$ cat config.mk
export PLATFORM = sky130hd
export DESIGN_NAME = bank_resv_tracker
export DESIGN_NICKNAME = d
export VERILOG_FILES = /design/src/rtl/bank_resv_pkg.sv /design/src/rtl/resv_op_decode.sv /design/src/rtl/resv_cycle_counter.sv /design/src/rtl/resv_bank_table.sv /design/src/rtl/bank_resv_tracker.sv
export SDC_FILE = /design/constraint.sdc
export NUM_CORES = 1
export LEC_CHECK = 0
export ABC_AREA = 1
export CAP_MARGIN = 20
export CORE_UTILIZATION = 30
export CTS_BUF_LIST = sky130_fd_sc_hd__clkbuf_4
export CTS_CLUSTER_DIAMETER = 60
export CTS_CLUSTER_SIZE = 20
export DETAILED_ROUTE_END_ITERATION = 10
export MAX_ROUTING_LAYER = met4
export SYNTH_ARGS = -nofsm -noshare
export SYNTH_HDL_FRONTEND = slang
export SYNTH_SLANG_ARGS = --single-unit
$ cat constraint.sdc
create_clock -name clk -period 2.9 [get_ports clk]
set_input_delay 0.58 -clock clk [delete_from_list [all_inputs] [get_ports clk]]
set_output_delay 0.58 -clock clk [all_outputs]
set_load 0.05 [all_outputs]
$ cat src/rtl/bank_resv_pkg.sv
`timescale 1ns/1ps
// Package: shared encodings for the banked reservation tracker.
// Assumes the op mask layout below is also used by the requesting controller.
package bank_resv_pkg;
    localparam int OP_W       = 4;
    localparam int OP_TAG_RD  = 0;
    localparam int OP_TAG_WR  = 1;
    localparam int OP_DATA_RD = 2;
    localparam int OP_DATA_WR = 3;
    localparam int N_ARR      = 2;
    localparam int ARR_TAG    = 0;
    localparam int ARR_DATA   = 1;

    typedef logic [OP_W-1:0]  op_mask_t;
    typedef logic [N_ARR-1:0] arr_need_t;
endpackage

$ cat src/rtl/resv_op_decode.sv
`timescale 1ns/1ps
// Module: resv_op_decode
// Turns an op mask into the set of arrays the request needs.
// Assumes: the valid input qualifies the mask, so an invalid request needs nothing.
module resv_op_decode
    import bank_resv_pkg::*;
(
    input  logic      valid,
    input  op_mask_t  ops,
    output arr_need_t need
);
    // Purpose: tag ops need the tag array, data ops need the data array.
    always_comb begin
        need           = '0;
        need[ARR_TAG]  = valid && (ops[OP_TAG_RD] || ops[OP_TAG_WR]);
        need[ARR_DATA] = valid && (ops[OP_DATA_RD] || ops[OP_DATA_WR]);
    end
endmodule

$ cat src/rtl/resv_cycle_counter.sv
`timescale 1ns/1ps
// Module: resv_cycle_counter
// Free-running cycle count that all busy windows are stamped against.
// Assumes: CNT_W is wide enough that the count does not wrap during operation.
module resv_cycle_counter #(
    parameter int CNT_W = 32
) (
    input  logic             clk,
    input  logic             rst_n,
    output logic [CNT_W-1:0] cnt
);
    // Purpose: count cycles since reset.
    always_ff @(posedge clk) begin
        if (!rst_n) cnt <= '0;
        else        cnt <= cnt + 1'b1;
    end

    AST_CNT_STEP: assert property (@(posedge clk) disable iff (!rst_n)
        $past(rst_n) |-> (cnt == $past(cnt) + 1'b1));
endmodule

$ cat src/rtl/resv_bank_table.sv
`timescale 1ns/1ps
// Module: resv_bank_table
// Busy windows of every bank of one array. A check looks up one bank without
// side effects. Two commit ports may reserve in one cycle. The same set on both
// ports counts as one reservation. A busy bank, or two different sets on one
// bank, is reported as a conflict pulse. On a conflict, port A wins a free bank.
// Assumes: BANKS is a power of two, at least 2, and SET_W >= log2(BANKS).
module resv_bank_table #(
    parameter int SET_W   = 6,
    parameter int BANKS   = 4,
    parameter int ACC_LAT = 3,
    parameter int CNT_W   = 32
) (
    input  logic             clk,
    input  logic             rst_n,
    input  logic [CNT_W-1:0] cnt,
    input  logic [SET_W-1:0] chk_set,
    output logic             chk_free,
    input  logic             a_en,
    input  logic [SET_W-1:0] a_set,
    input  logic             b_en,
    input  logic [SET_W-1:0] b_set,
    output logic             conflict
);
    localparam int BSEL_W = $clog2(BANKS);

    generate
        if (ACC_LAT == 0) begin : g_nolat
            // Purpose: with zero latency the array never blocks.
            assign chk_free = 1'b1;
            assign conflict = 1'b0;
        end else begin : g_lat
            localparam logic [CNT_W-1:0] SPAN = CNT_W'(ACC_LAT - 1);
            localparam logic [CNT_W-1:0] LATV = CNT_W'(ACC_LAT);

            logic [BSEL_W-1:0] chk_bank, a_bank, b_bank;
            logic [BANKS-1:0]  busy, take, clash;
            logic              vld_q [BANKS];
            logic [CNT_W-1:0]  end_q [BANKS];

            assign chk_bank = chk_set[BSEL_W-1:0];
            assign a_bank   = a_set[BSEL_W-1:0];
            assign b_bank   = b_set[BSEL_W-1:0];

            for (genvar b = 0; b < BANKS; b++) begin : g_bank
                logic hit_a, hit_b;

                // Purpose: decode which commit ports land on this bank.
                assign hit_a = a_en && (a_bank == BSEL_W'(b));
                assign hit_b = b_en && (b_bank == BSEL_W'(b));

                // Purpose: bank is busy while its window reaches this cycle.
                assign busy[b] = vld_q[b] && (end_q[b] >= cnt);

                // Purpose: a free bank accepts the reservation.
                assign take[b] = (hit_a || hit_b) && !busy[b];

                // Purpose: flag a busy bank or two different sets on one bank.
                assign clash[b] = ((hit_a || hit_b) && busy[b]) ||
                                  (hit_a && hit_b && (a_set != b_set));

                // Purpose: stamp the end of the window on an accepted reservation.
                always_ff @(posedge clk) begin
                    if (!rst_n) begin
                        vld_q[b] <= 1'b0;
                        end_q[b] <= '0;
                    end else if (take[b]) begin
                        vld_q[b] <= 1'b1;
                        end_q[b] <= cnt + SPAN;
                    end
                end

                AST_WINDOW_OPEN: assert property (@(posedge clk) disable iff (!rst_n)
                    take[b] |=> (busy[b] || (ACC_LAT == 1)));
                AST_WINDOW_BOUND: assert property (@(posedge clk) disable iff (!rst_n)
                    busy[b] |-> ((end_q[b] - cnt) < LATV));
                AST_BUSY_KEEPS: assert property (@(posedge clk) disable iff (!rst_n)
                    busy[b] |=> $stable(end_q[b]));
                AST_IDLE_STABLE: assert property (@(posedge clk) disable iff (!rst_n)
                    (!a_en && !b_en) |=> ($stable(vld_q[b]) && $stable(end_q[b])));
            end

            // Purpose: answer a check from the selected bank without side effects.
            assign chk_free = !busy[chk_bank];
            // Purpose: any clash in this cycle is a double booking.
            assign conflict = |clash;
        end
    endgenerate
endmodule

$ cat src/rtl/bank_resv_tracker.sv
`timescale 1ns/1ps
// Module: bank_resv_tracker (top)
// Two-phase reservation tracker for a cache with banked tag and data arrays.
// A check reports free flags and a grant. Commits reserve banks. A double
// booking sets a sticky error flag.
// Assumes: the controller commits only in a cycle in which its check was granted.
module bank_resv_tracker
    import bank_resv_pkg::*;
#(
    parameter int SET_W   = 6,
    parameter int BANKS   = 4,
    parameter int ACC_LAT = 3,
    parameter int CNT_W   = 32
) (
    input  logic             clk,
    input  logic             rst_n,
    input  logic             cfg_stall_en,
    input  logic             chk_valid,
    input  logic [SET_W-1:0] chk_set,
    input  logic [OP_W-1:0]  chk_ops,
    output logic             chk_tag_free,
    output logic             chk_data_free,
    output logic             chk_grant,
    input  logic             rsv_a_valid,
    input  logic [SET_W-1:0] rsv_a_set,
    input  logic [OP_W-1:0]  rsv_a_ops,
    input  logic             rsv_b_valid,
    input  logic [SET_W-1:0] rsv_b_set,
    input  logic [OP_W-1:0]  rsv_b_ops,
    output logic             err_double
);
    logic [CNT_W-1:0] cnt;
    arr_need_t        chk_need, a_need, b_need, arr_free, arr_clash;
    logic             a_live, b_live;

    resv_cycle_counter #(.CNT_W(CNT_W)) u_cnt (
        .clk(clk), .rst_n(rst_n), .cnt(cnt)
    );

    // Purpose: commits count only while reservation recording is enabled.
    assign a_live = rsv_a_valid && cfg_stall_en;
    assign b_live = rsv_b_valid && cfg_stall_en;

    resv_op_decode u_dec_chk (.valid(chk_valid), .ops(chk_ops),   .need(chk_need));
    resv_op_decode u_dec_a   (.valid(a_live),    .ops(rsv_a_ops), .need(a_need));
    resv_op_decode u_dec_b   (.valid(b_live),    .ops(rsv_b_ops), .need(b_need));

    generate
        for (genvar x = 0; x < N_ARR; x++) begin : g_arr
            resv_bank_table #(
                .SET_W(SET_W), .BANKS(BANKS), .ACC_LAT(ACC_LAT), .CNT_W(CNT_W)
            ) u_tab (
                .clk(clk), .rst_n(rst_n), .cnt(cnt),
                .chk_set(chk_set), .chk_free(arr_free[x]),
                .a_en(a_need[x]), .a_set(rsv_a_set),
                .b_en(b_need[x]), .b_set(rsv_b_set),
                .conflict(arr_clash[x])
            );
        end
    endgenerate

    // Purpose: expose per-array availability and the combined grant.
    assign chk_tag_free  = arr_free[ARR_TAG];
    assign chk_data_free = arr_free[ARR_DATA];
    assign chk_grant     = chk_valid && ((chk_need & ~arr_free) == '0);

    // Purpose: hold any double booking until reset.
    always_ff @(posedge clk) begin
        if (!rst_n)          err_double <= 1'b0;
        else if (|arr_clash) err_double <= 1'b1;
    end

    AST_ERR_STICKY: assert property (@(posedge clk) disable iff (!rst_n)
        err_double |=> err_double);
    AST_GRANT_VALID: assert property (@(posedge clk) disable iff (!rst_n)
        chk_grant |-> chk_valid);
    AST_OFF_NO_ERR: assert property (@(posedge clk) disable iff (!rst_n)
        !cfg_stall_en |=> (err_double == $past(err_double)));
    AST_ZERO_LAT_FREE: assert property (@(posedge clk) disable iff (!rst_n)
        (ACC_LAT == 0) |-> (chk_tag_free && chk_data_free && !err_double));
endmodule

### Word level (Yosys, flattened, before mapping)

Memories as Yosys holds them, arrays and structs flattened.
Index checks and enable logic that the tools add are counted.
Widths: inputs -> output; s select.

* memory bits (writable): 264
* input port bits: 36
* memories: 4
* output and inout bits: 4
* register bits after elaboration: 33
* word-level logic and storage cells: 188

* equality and inequality tests: 7
* mux-type cells: 45
* reductions and logical operators: 101
* $lt $le $gt $ge: 9
* bitwise gates (word level): 18
* add/subtract/negate cells: 2

Memory list
* g_arr[0].u_tab.g_lat.end_q: words 4, width 32, read ports 4, clocked after Yosys merged registers in 0, write ports 4, RTL line resv_bank_table.sv:39 `logic [CNT_W-1:0] end_q [BANKS];`
* g_arr[1].u_tab.g_lat.end_q: words 4, width 32, read ports 4, clocked after Yosys merged registers in 0, write ports 4, RTL line resv_bank_table.sv:39
* g_arr[0].u_tab.g_lat.vld_q: words 4, width 1, read ports 4, clocked after Yosys merged registers in 0, write ports 4, RTL line resv_bank_table.sv:38 `logic vld_q [BANKS];`
* g_arr[1].u_tab.g_lat.vld_q: words 4, width 1, read ports 4, clocked after Yosys merged registers in 0, write ports 4, RTL line resv_bank_table.sv:38

Operator list (number)
* $ge 32x32->1: 8
* $mux 32: 8
* $logic_and 1x1->1: 65
* $mux 1: 35
* $add 32x1->32 const B: 1
* $add 32x2->32 const B: 1
* $logic_or 1x1->1: 22
* $or 1x1->1: 16
* $logic_not 1->1: 10
* $eq 2x2->1 const B: 4
* $reduce_or 8->1: 1
* $logic_not 2->1: 3
* $ne 6x6->1: 1
* $bmux 1 s2: 2
* $eq 2x1->1 const B: 2
* $lt 2x3->1 const B: 1
* $and 2x2->2: 1
* $not 2->2: 1

### Depth between registers and ports, before layout

* depth after elaboration: 9
* gate-level depth with buffers: 19
* gate-level depth less buffers: 19

### Cells and area by module

A second synthesis with hierarchy kept.

* cell total of the unflattened synthesis: 2131
* area total of the unflattened synthesis: 18983.2 µm²

By module, submodules not included
* resv_bank_table: area each 8588.2 µm², seq. area each 3953.8 µm², instances 2, cells each 926
* resv_cycle_counter: area each 1674.1 µm², seq. area each 640.6 µm², instances 1, cells each 249
* bank_resv_tracker: area each 76.3 µm², seq. area each 20.0 µm², instances 1, cells each 15
* resv_op_decode: area each 18.8 µm², seq. area each 0.0 µm², instances 3, cells each 5

### Least setup slack after synthesis

Ideal clock, no wire load.

* path kind: reg-to-output
* from: register u_cnt.cnt[27]
* to: output port chk_grant
* cell stages (with the launch flop): 15
* arrival time: 2.509 ns
* data required time: 2.320 ns
* path buffers: 1
* path slack: -0.189 ns
* cell sequence: dfxtp_1 > clkdlybuf4s15_1 > inv_1 > ha_1 > a21oi_1 > o21ai_0 > nand2_1 > nand2_1 > a21oi_1 > nand3_1 > nand3_1 > nand3_1 > nand3_1 > nand2_1 > nor2_1

* longest elaborated chain between the ends: 9
* elaborated cells on any way between the ends: 26
* classes of those cells: 8 x order compare; 4 x mux; 2 x bitwise; 12 x reduce/logical

RTL lines
* start: declaration: RTL line resv_cycle_counter.sv:10 `output logic [CNT_W-1:0] cnt`
* start signal: assignment: RTL line resv_cycle_counter.sv:15 `else cnt <= cnt + 1'b1;`
* $ge 32x32->1: RTL line resv_bank_table.sv:53 `assign busy[b] = vld_q[b] && (end_q[b] >= cnt);`
* $logic_and 1x1->1: RTL line resv_bank_table.sv:53
* $bmux 1 s2: RTL line resv_bank_table.sv:84 `assign chk_free = !busy[chk_bank];`
* $mux 1 (implied by the code): RTL line resv_bank_table.sv:84
* $logic_not 1->1: RTL line resv_bank_table.sv:84
* $not 2->2 (*): RTL line bank_resv_tracker.sv:65 `assign chk_grant = chk_valid && ((chk_need & ~arr_free) == '0);`
* $and 2x2->2 (*): RTL line bank_resv_tracker.sv:65
* $logic_not 2->1 (*): RTL line bank_resv_tracker.sv:65
* $logic_and 1x1->1 (*): RTL line bank_resv_tracker.sv:65
* end: declaration: RTL line bank_resv_tracker.sv:23 `output logic chk_grant,`

Mark *: on every way between the ends. The rest lies on a longest branch, timed or not. The select of a mux whose other input is x is not followed.

### Worst setup path after layout

* from: register u_cnt.cnt[15]
* to: output port chk_grant

Same word-level chain as after synthesis.

==> metrics.yaml <==
setup_path:
  crit_family: "simple AND/OR/NAND/NOR gates"
  slowest_stage: "dfxtp_4"
  crit_fanout: 5
  critPathMaxStageDelay_ns: 0.40
  crit_path_start_kind: "flop"
  cpMostUsedCell: "nand2_2"
  r2r-start: "u_cnt.cnt[15]$_SDFF_PN0_"
  regToRegSetupSlack_ns: -0.91
  reg2reg_to: "g_arr[0].u_tab.g_lat.end_q[3][13]$_SDFFCE_PN0P_"
  cp-end-kind: "output port"
  worst-path-buf-inv: 4
  required_ns: 2.32
  worstPathCellList: "clkinvlp_4, buf_12, buf_6, ha_4, nand2_1, nor2_1, nand2_2, nor2_2, nand2_2, nand3_4, nand3_2, nand2_2, nand2_1, a21oi_2, nor2_4, buf_12"
  rr_worst_depth: 28
  cp.arrival_ns: 3.28
  critPathKind: "reg -> out"
detailed_routing:
  drtAntennaViolNets: 0
  drt_first_pass_iters: 7
  met1_length_um: 22400
  viasPerCell: 4.93
  route.met2.wl_um: 26300
  wl_um: 54000
  route.met3.wl_um: 3280
  vias: 14500
  post_drt_wl_per_cell_um: 18.4
  drtIter0Drc: 992
  routed.top_layer: "met4"
  drc: 0
grt:
  grt_pass1_vias: 14400
  grt_pass1_wl_um: 79900
  antenna_found_initial: 1
  grt_overflow: 0
  grt_use_total_pct: 18.0
  grt_start_max_net_pins: 33
logic_synthesis:
  avgSynthCellArea_sq_um: 9.40
  syn-num-nets: 2175
  synth_edf_count: 262
  synth_top_cells_by_count: "nor2_1, nand2_1, edfxtp_1"
  synth_area_sq_um: 17700
  ys_async_sr_fraction_pct: 0
  yosysMostFrequentCell: "nor2_1"
  yosys-top-cells-area: "edfxtp_1, ha_1, nor2_1"
  synth-main-ff-cell: "edfxtp_1"
  synth_cell_types: 41
  synth_top_area_cell: "edfxtp_1"
  synth_top_area_share_pct: 44.5
  ys_seq_area_share_pct: 48.4
  ys_warn_count: 0
  synth_cells: 1881
  ys_ff_latch: 297
timing:
  hold_violations: 0
  rsz0062_at_grt: "yes"
  skew_ns: 0.0572
  tns_ns: -54.70
  maxSlewHeadroom_pct: 30.9
  tightest_slew_ns: 1.03
  setup_slack_ns: -0.956
  maxSlewViolCount: 0
  timing.fmax_ghz: 0.259
  period_minus_slack_ns: 3.86
  holdWs_ns: 0.568
  fin_crit_sh_pct: 133
  setup_viol: 70
clock_tree:
  tritoncts: "yes"
  root_buffer: "clkbuf_4"
  cts_htree_levels: 1
  insertion_delay_ns: 0.84
  holdBufCountCts: 0
  clockBufferDepth: 3
  cts_buffers: 28
  clkTransAtPathRegs_ns: 0.16
  cts_sinks: 297
placement:
  dp.final_hpwl_um: 36500
  io_buffer_count: 35
  placed_cells: 2833
  routabilityCongestion: 0.908
power:
  leakage_nw: 9.09
  ir_drop_mv: 0.510
  power_density_nw_per_um2: 387
die:
  ios: 40
  rows: 88
  start_util_pct: 30.5
  dieArea_sq_um: 59900
  dieWidth_um: 245
  dieHeight_um: 245
  core_area_sq_um: 58000
worst_hold_path:
  worstHoldStart: "u_cnt.cnt[8]$_SDFF_PN0_"
  min_delay_worst_endpoint: "u_cnt.cnt[8]$_SDFF_PN0_"
  hold_path_class: "reg -> reg"
  min_delay_path_depth: 2
layout:
  fin_nets: 2441
  final_core_util_pct: 39.8
  syn_to_final_growth_pct: 30.5
  drive_gt1_share_pct: 26.2
  final_cells: 2935
outcome:
  violations: "setup timing"
  status: "complete, but fails checks"
run:
  maxCapViolCount: 0
flip-flops by register name, summed over array words and instances (netlist names):
name                     flops
err_double                   1
u_cnt.cnt                   32
g_arr.u_tab.g_lat.vld_q      8
g_arr.u_tab.g_lat.end_q    256
what timing repair did:
action | in CTS | in global routing
buffers inserted | 44 | 8
gates cloned | 5 | 7
gates resized for setup | 154 | 196
setup endpoints to repair | 214 | 329
pin swaps | 50 | 39
through the flow:
step	area (sq um)	setup WS (ns)	power (W)
floorplan	17700	0.0257	0.00565
global placement	20600	-0.195	0.00611
detailed placement	20600	-0.209	0.00617
CTS	22200	-0.928	0.00885
global route	23100	-1.07	0.00929
finish	23100	-0.956	0.00894
report_power, final:
group,switching [W],leakage [nW],internal (W),total (W)
combinational,0.000806,5.80,0.000597,0.00140
sequential,0.0000764,3.02,0.00483,0.00491
clock,0.00168,0.269,0.000949,0.00263
total,0.00257,9.09,0.00638,0.00894
worst reg2reg max path, delay by kind of cell, from the launching register on:
kind | cells | cell delay (ns)
buffers and inverters | 17 | 2.06
adder cells (fa/ha/maj) | 1 | 0.23
AND/OR/NAND/NOR | 7 | 0.61
flip-flops | 1 | 0.40
AO/OA/AOI/OAI | 3 | 0.34
cells by family after synthesis:
family,after synthesis,synth area share [%]
adders and majority gates,258,18.3
and+or+nand+nor,873,20.1
AOI/OAI and AO/OA,218,6.61
xor gates and xnor gates,40,2.02
DFF,297,48.4
buffers and inverters,195,4.56
layout by cell type (no fill, tap or decap), types with 27 or more instances in the layout:
| master | instances |
|---|---|
| clkbuf_4 | 29 |
| nor2_2 | 65 |
| buf_4 | 158 |
| buf_12 | 45 |
| ha_1 | 231 |
| xor2_1 | 35 |
| nand2_2 | 43 |
| ha_4 | 27 |
| clkdlybuf4s50_1 | 32 |
| o21ai_0 | 40 |
| edfxtp_1 | 262 |
| nand2_1 | 306 |
| nor2_4 | 41 |
| a21oi_1 | 115 |
| nor2_1 | 304 |
| inv_1 | 129 |
final cells by class:
| class | count | area [sq um] |
|---|---|---|
| timing repair inverter | 2 | 15.0 |
| antenna | 1 | 2.50 |
| tap | 765 | 957 |
| clock inverter | 23 | 287 |
| clock buffer | 29 | 218 |
| inverter | 164 | 668 |
| sequential | 297 | 8590 |
| multi-input combinational | 1389 | 9510 |
| fill | 5518 | 34900 |
| timing repair buffer | 265 | 2840 |
routing by layer:
metal  vias to the layer above  track usage (%)
li1                       6955                -
met1                      6943             22.4
met2                       462             29.7
met3                       106             2.08
met4                         0             7.02
met5                         -                -
worst max path at each step:
stage                        startpoint  depth (start not counted)        end
3_5_place_dp   u_cnt.cnt[26]$_SDFF_PN0_                         14  chk_grant
2_1_floorplan  u_cnt.cnt[27]$_SDFF_PN0_                         14  chk_grant
3_3_place_gp   u_cnt.cnt[29]$_SDFF_PN0_                         14  chk_grant
5_1_grt        u_cnt.cnt[23]$_SDFF_PN0_                         15  chk_grant
4_1_cts        u_cnt.cnt[13]$_SDFF_PN0_                         17  chk_grant
6_report       u_cnt.cnt[15]$_SDFF_PN0_                         16  chk_grant
(Power assumes the default switching activity.)
